$ cat config.mk
export PLATFORM = sky130hd
export DESIGN_NAME = csi_sync_decoder
export DESIGN_NICKNAME = d
export VERILOG_FILES = /design/src/rtl/csi_dec_pkg.sv /design/src/rtl/csi_lane_merge.sv /design/src/rtl/csi_pkt_parser.sv /design/src/rtl/csi_sync_decoder.sv
export SDC_FILE = /design/constraint.sdc
export NUM_CORES = 1
export LEC_CHECK = 0
export ABC_AREA = 1
export ABC_CLOCK_PERIOD_IN_PS = 3790
export BUFFER_PORTS_ARGS = -buffer_cell sky130_fd_sc_hd__buf_2
export CORE_ASPECT_RATIO = 0.75
export CORE_MARGIN = 2
export CORE_UTILIZATION = 45
export CTS_BUF_LIST = sky130_fd_sc_hd__clkbuf_4
export CTS_CLUSTER_DIAMETER = 100
export DETAILED_ROUTE_END_ITERATION = 12
export PLACE_DENSITY = 0.62
export SLEW_MARGIN = 20
export SYNTH_ARGS = -nofsm -noshare
export SYNTH_HDL_FRONTEND = slang
export SYNTH_SLANG_ARGS = --single-unit
$ cat constraint.sdc
create_clock -name clk -period 3.79 [get_ports clk]
set_input_delay 0.1895 -clock clk [delete_from_list [all_inputs] [get_ports clk]]
set_output_delay 0.1895 -clock clk [all_outputs]
set_load 0.01 [all_outputs]
$ cat src/rtl/csi_dec_pkg.sv
package csi_dec_pkg;
    localparam int LANES  = 4;
    localparam int BYTE_W = 8;
    localparam int WC_W   = 16;
    localparam int IDX_W  = $clog2(LANES);
    localparam int CNT_W  = $clog2(LANES + 1);

    localparam logic [5:0] DT_FRAME_START = 6'h00;
    localparam logic [5:0] DT_FRAME_END   = 6'h01;
    localparam logic [5:0] DT_LINE_START  = 6'h02;
    localparam logic [5:0] DT_LINE_END    = 6'h03;
    localparam logic [5:0] DT_RAW8        = 6'h2A;
    localparam logic [5:0] DT_LONG_MIN    = 6'h10;

    typedef enum logic [1:0] {PS_HDR, PS_PAY, PS_SKIP} pstate_t;

    typedef struct packed {
        logic              vld;
        logic [BYTE_W-1:0] data;
    } sbyte_t;

    function automatic logic [LANES-1:0] cfg_mask(input logic [1:0] cfg);
        case (cfg)
            2'd0:    return LANES'(4'b0001);
            2'd1:    return LANES'(4'b0011);
            default: return '1;
        endcase
    endfunction

    function automatic logic [CNT_W-1:0] cfg_count(input logic [1:0] cfg);
        case (cfg)
            2'd0:    return CNT_W'(1);
            2'd1:    return CNT_W'(2);
            default: return CNT_W'(LANES);
        endcase
    endfunction
endpackage

$ cat src/rtl/csi_lane_merge.sv
module csi_lane_merge
    import csi_dec_pkg::*;
(
    input  logic                    clk,
    input  logic                    rst,
    input  logic [1:0]              lane_cfg,
    input  logic [LANES*BYTE_W-1:0] lane_data,
    input  logic [LANES-1:0]        lane_align,
    input  logic                    lane_vld,
    output sbyte_t                  strm,
    output logic                    hunt
);
    logic [BYTE_W-1:0] lanes_q [LANES];
    logic [IDX_W-1:0]  sel;
    logic [CNT_W-1:0]  cnt;
    logic              load;

    always_comb begin
        hunt = ~&(lane_align | ~cfg_mask(lane_cfg));
        load = lane_vld && !hunt;
    end

    for (genvar g = 0; g < LANES; g++) begin : g_cap
        always_ff @(posedge clk) begin
            if (load) lanes_q[g] <= lane_data[g*BYTE_W +: BYTE_W];
        end
    end

    always_ff @(posedge clk) begin
        if (rst || hunt) begin
            cnt  <= '0;
            sel  <= '0;
            strm <= '0;
        end else begin
            strm.vld  <= (cnt != '0);
            strm.data <= lanes_q[sel];
            if (load) begin
                cnt <= cfg_count(lane_cfg);
                sel <= '0;
            end else if (cnt != '0) begin
                cnt <= cnt - CNT_W'(1);
                sel <= sel + IDX_W'(1);
            end
        end
    end
endmodule

$ cat src/rtl/csi_pkt_parser.sv
module csi_pkt_parser
    import csi_dec_pkg::*;
(
    input  logic              clk,
    input  logic              rst,
    input  logic              hunt,
    input  sbyte_t            strm,
    output logic              frame_start,
    output logic              frame_end,
    output logic              line_start,
    output logic              line_end,
    output logic [BYTE_W-1:0] pix_data,
    output logic              pix_vld
);
    pstate_t           st;
    logic [1:0]        hidx;
    logic [5:0]        dt_q;
    logic [BYTE_W-1:0] wc_lo, wc_hi;
    logic [WC_W:0]     rem;
    logic              saw_ls, le_pend;
    logic [WC_W-1:0]   wc;

    always_comb wc = {wc_hi, wc_lo};

    always_ff @(posedge clk) begin
        if (rst) begin
            st <= PS_HDR; hidx <= '0; dt_q <= '0; wc_lo <= '0; wc_hi <= '0;
            rem <= '0; saw_ls <= 1'b0; le_pend <= 1'b0;
            frame_start <= 1'b0; frame_end <= 1'b0; line_start <= 1'b0;
            line_end <= 1'b0; pix_data <= '0; pix_vld <= 1'b0;
        end else begin
            frame_start <= 1'b0; frame_end <= 1'b0; line_start <= 1'b0;
            line_end <= 1'b0; pix_vld <= 1'b0;
            if (hunt) begin
                st <= PS_HDR; hidx <= '0; le_pend <= 1'b0;
            end else begin
                line_end <= le_pend;
                le_pend  <= 1'b0;
                if (strm.vld) begin
                    unique case (st)
                        PS_HDR: begin
                            hidx <= hidx + 2'd1;
                            case (hidx)
                                2'd0: dt_q  <= strm.data[5:0];
                                2'd1: wc_lo <= strm.data;
                                2'd2: wc_hi <= strm.data;
                                default: begin
                                    if (dt_q == DT_FRAME_START) begin
                                        frame_start <= 1'b1; saw_ls <= 1'b0;
                                    end else if (dt_q == DT_FRAME_END) begin
                                        frame_end <= 1'b1;
                                    end else if (dt_q == DT_LINE_START) begin
                                        line_start <= 1'b1; saw_ls <= 1'b1;
                                    end else if (dt_q == DT_LINE_END) begin
                                        line_end <= 1'b1;
                                    end else if (dt_q == DT_RAW8) begin
                                        line_start <= !saw_ls;
                                        if (wc == '0) begin
                                            le_pend <= !saw_ls;
                                            st  <= PS_SKIP;
                                            rem <= (WC_W+1)'(2);
                                        end else begin
                                            st  <= PS_PAY;
                                            rem <= {1'b0, wc};
                                        end
                                    end else if (dt_q >= DT_LONG_MIN) begin
                                        st  <= PS_SKIP;
                                        rem <= {1'b0, wc} + (WC_W+1)'(2);
                                    end
                                end
                            endcase
                        end
                        PS_PAY: begin
                            pix_data <= strm.data;
                            pix_vld  <= 1'b1;
                            if (rem == (WC_W+1)'(1)) begin
                                le_pend <= !saw_ls;
                                st  <= PS_SKIP;
                                rem <= (WC_W+1)'(2);
                            end else begin
                                rem <= rem - (WC_W+1)'(1);
                            end
                        end
                        PS_SKIP: begin
                            rem <= rem - (WC_W+1)'(1);
                            if (rem == (WC_W+1)'(1)) st <= PS_HDR;
                        end
                        default: st <= PS_HDR;
                    endcase
                end
            end
        end
    end
endmodule

$ cat src/rtl/csi_sync_decoder.sv
module csi_sync_decoder
    import csi_dec_pkg::*;
(
    input  logic        clk,
    input  logic        rst,
    input  logic [1:0]  lane_cfg,
    input  logic [31:0] lane_data,
    input  logic [3:0]  lane_align,
    input  logic        lane_vld,
    output logic        frame_start,
    output logic        frame_end,
    output logic        line_start,
    output logic        line_end,
    output logic [7:0]  pix_data,
    output logic        pix_vld
);
    sbyte_t strm;
    logic   hunt;

    csi_lane_merge i_merge (
        .clk(clk), .rst(rst), .lane_cfg(lane_cfg), .lane_data(lane_data),
        .lane_align(lane_align), .lane_vld(lane_vld), .strm(strm), .hunt(hunt)
    );

    csi_pkt_parser i_parser (
        .clk(clk), .rst(rst), .hunt(hunt), .strm(strm),
        .frame_start(frame_start), .frame_end(frame_end),
        .line_start(line_start), .line_end(line_end),
        .pix_data(pix_data), .pix_vld(pix_vld)
    );
endmodule

==> flow_metrics.tcl <==
set metrics [dict create \
    status "finished clean" \
    cts_setup_buffers 0 \
    synth_xor_area_frac 0.0235 \
    irDropWorstVdd_mv 0.184 \
    htreeDepth 3 \
    clkTransAtPathRegs_ns 0.17 \
    fp.coreArea_mm2 0.0114 \
    critPathLaunchType "flip-flop" \
    synth_mux_area_frac 0 \
    cts_sinks 104 \
    timing.hold.ws_ns 0.0585 \
    start_util 0.456 \
    hold_violations 0 \
    worst-endpoint-required_ns 4.21 \
    p_leak_nw 2.50 \
    clkLatencyLatePin_ns 0.48 \
    crit_family "simple AND/OR/NAND/NOR gates" \
    end_kind "flip-flop" \
    final_nets 802 \
    grt_max_degree 38 \
    synth-seq-area-share 0.461 \
    drive_gt1_frac 0.130 \
    finalPower_mw 1.91 \
    synthSimpleGateAreaFrac 0.267 \
    fin_setup_tns_ns 0 \
    fmax_ghz 0.451 \
    antenna_found_initial 0 \
    place_ws_ns 1.65 \
    grt_pass1_wl_um 21200 \
    crit_chain "inv_1 > ha_1 > inv_1 > nor2_2 > nand2_1 > nor2_1 > nor2_1 > nor2_1" \
    finClkSkew_ns 0.0177 \
    grt_setup_unrepaired "no" \
    num_rows 34 \
    instances_no_fill 897 \
    p_per_area_mw_per_mm2 317 \
    max_slew_margin 0.370 \
    clk_path_buf_depth 2 \
    mostFrequentLayoutCell "nor2_1" \
    synth_top_family_by_area "simple AND/OR/NAND/NOR gates" \
    final-setup-viol-count 0 \
    fillers 1091 \
    synth_warnings 0 \
    drc 0 \
    worst_slack_ns 1.57 \
    crit_buf_inv 2 \
    placed_cells 848 \
    finalCriticalPeriod_ns 2.22 \
    pin_count 54 \
    drv_cap 0 \
    synth_seq_cells 104 \
    syn_inst 673 \
    routed_wl_um 12700 \
    drt-wirelength-per-cell_um 14.1 \
    crit_type "reg -> reg" \
    slowest_stage "nor2_2" \
    ys_types 39 \
    hold_path.class "in -> reg" \
    yosys.area_share.adder 0.0312 \
    die_y_um 97.2 \
    die_w_um 128 \
    critical_path.max_fanout 15 \
    dp_hpwl_um 8980 \
    port_buffers 53 \
    cp.arrival_ns 2.64 \
    dr_total_vias 4640 \
    cts_tree "yes" \
    mostFrequentLayoutCells "nor2_1, nand2_1, dfxtp_1" \
    n_antenna_cell 0 \
    numCtsBuffers 9 \
    routed_via_density 5.17 \
    cpMostUsedCell "nor2_1" \
    detailedRoute.firstPassIterationCount 5 \
    synth-compound-area-share 0.132 \
    drt-initial-drc-count 306 \
    synthesis.nets 727 \
    report.final.slew_viol_count 0 \
    gp_congestion 0.845 \
    synth.avg_cell_area_um2 7.75 \
    post-route-period-util 0.585 \
    cts_root_buffer "clkbuf_4" \
    area_growth_pct 15.1 \
    grt-ovfl-total 0 \
    drtAntennaViolNets 0 \
    grt_pass1_vias 4324 \
    critPathMaxStageDelay_ns 0.61 \
    netlist_area_mm2 0.00522 \
    worst_pin_slew_ns 0.944 \
    grt_usage 0.213 \
    dieArea_mm2 0.0125 \
]
## synth_stat cells, drive strengths merged
cell / number / area (µm²)
nand4: 13 / 100
ha: 13 / 163
inv: 75 / 289
a21oi: 69 / 345
buf: 17 / 128
a211o: 1 / 8.76
o21ai: 63 / 315
o211ai: 1 / 7.51
edfxtp: 32 / 961
nand3: 55 / 305
nand3b: 1 / 7.51
a31oi: 1 / 6.26
nor2: 124 / 510
or3: 1 / 6.26
xor2: 11 / 96.3
clkbuf: 5 / 18.8
o21a: 1 / 7.51
dfxtp: 72 / 1440
xnor2: 3 / 26.3
clkinv: 2 / 7.51
nor4: 3 / 18.8
or2: 2 / 12.5
nor3: 5 / 30.0
nand2: 103 / 404
## final timing paths
| kind | cells past startpoint | slack, ns | startpoint | endpoint |
|---|---|---|---|---|
| hold / removal | 4 | 0.06 | lane_cfg[0] | i_merge.cnt[0]$_SDFFE_PP0P_ |
| hold reg to reg | 2 | 0.47 | i_parser.le_pend$_SDFF_PP0_ | i_parser.line_end$_SDFF_PP0_ |
| setup / recovery | 8 | 1.57 | i_parser.st[0]$_SDFFE_PP0P_ | i_parser.rem[11]$_SDFFE_PP0P_ |
| setup reg to reg | 8 | 1.57 | i_parser.st[0]$_SDFFE_PP0P_ | i_parser.rem[11]$_SDFFE_PP0P_ |
## tightest hold or removal path, delay by kind of cell
kind,cells,cell delay [ns]
buf+inv,1,0.10
simple gates,1,0.04
compound gates,2,0.18
## per-stage QoR
step	area (µm²)	util
after floorplan	5220	-
after global placement	5520	0.482
after detailed placement	5520	0.482
after CTS	6010	0.525
after global routing	6010	0.525
final	6010	0.525
## what timing repair did
action / 4_1_cts / 5_1_grt
hold buffers: 33 / 0
gates resized for setup: 0 / 0
hold endpoints to repair: 34 / 0
## kinds of logic after synthesis
logic type	count (synthesis)
AOI/OAI and AO/OA	136
xor gates and xnor gates	14
adders and majority gates	13
buffers and inverters	99
DFF	104
and+or+nand+nor	307
## metal layers
metal | track usage | vias to the layer above | part of all wire
met4 | 0.0490 | 0 | 0.011
met1 | 0.302 | 2133 | 0.48
met3 | 0.0540 | 13 | 0.062
li1 | - | 2367 | -
met5 | 0 | - | 0
met2 | 0.329 | 127 | 0.45
## final cells by class
| type | instances | area (µm²) | area share |
|---|---|---|---|
| sequential | 104 | 2400 | 0.400 |
| multi-input combinational | 470 | 2370 | 0.395 |
| timing repair buffer | 86 | 596 | 0.0992 |
| inverter | 77 | 297 | 0.0494 |
| tap | 144 | 180 | 0.0300 |
| clock inverter | 7 | 92.6 | 0.0154 |
| clock buffer | 9 | 67.6 | 0.0113 |
## registers in the layout, indices dropped and copies added (netlist names)
name                  cells
i_parser.pix_data         8
i_parser.frame_end        1
i_parser.st               2
i_parser.rem             17
i_merge.lanes_q          32
i_parser.pix_vld          1
i_merge.strm              9
i_parser.hidx             2
i_parser.line_start       1
i_merge.cnt               3
i_parser.frame_start      1
i_merge.sel               2
i_parser.saw_ls           1
i_parser.wc_lo            8
i_parser.dt_q             6
i_parser.le_pend          1
i_parser.wc_hi            8
i_parser.line_end         1
## where the power goes
group	internal, mW	switching (mW)
combinational	0.0482	0.0478
sequential	1.17	0.00761
clock	0.221	0.414
Power figures use the tool's default switching activity.
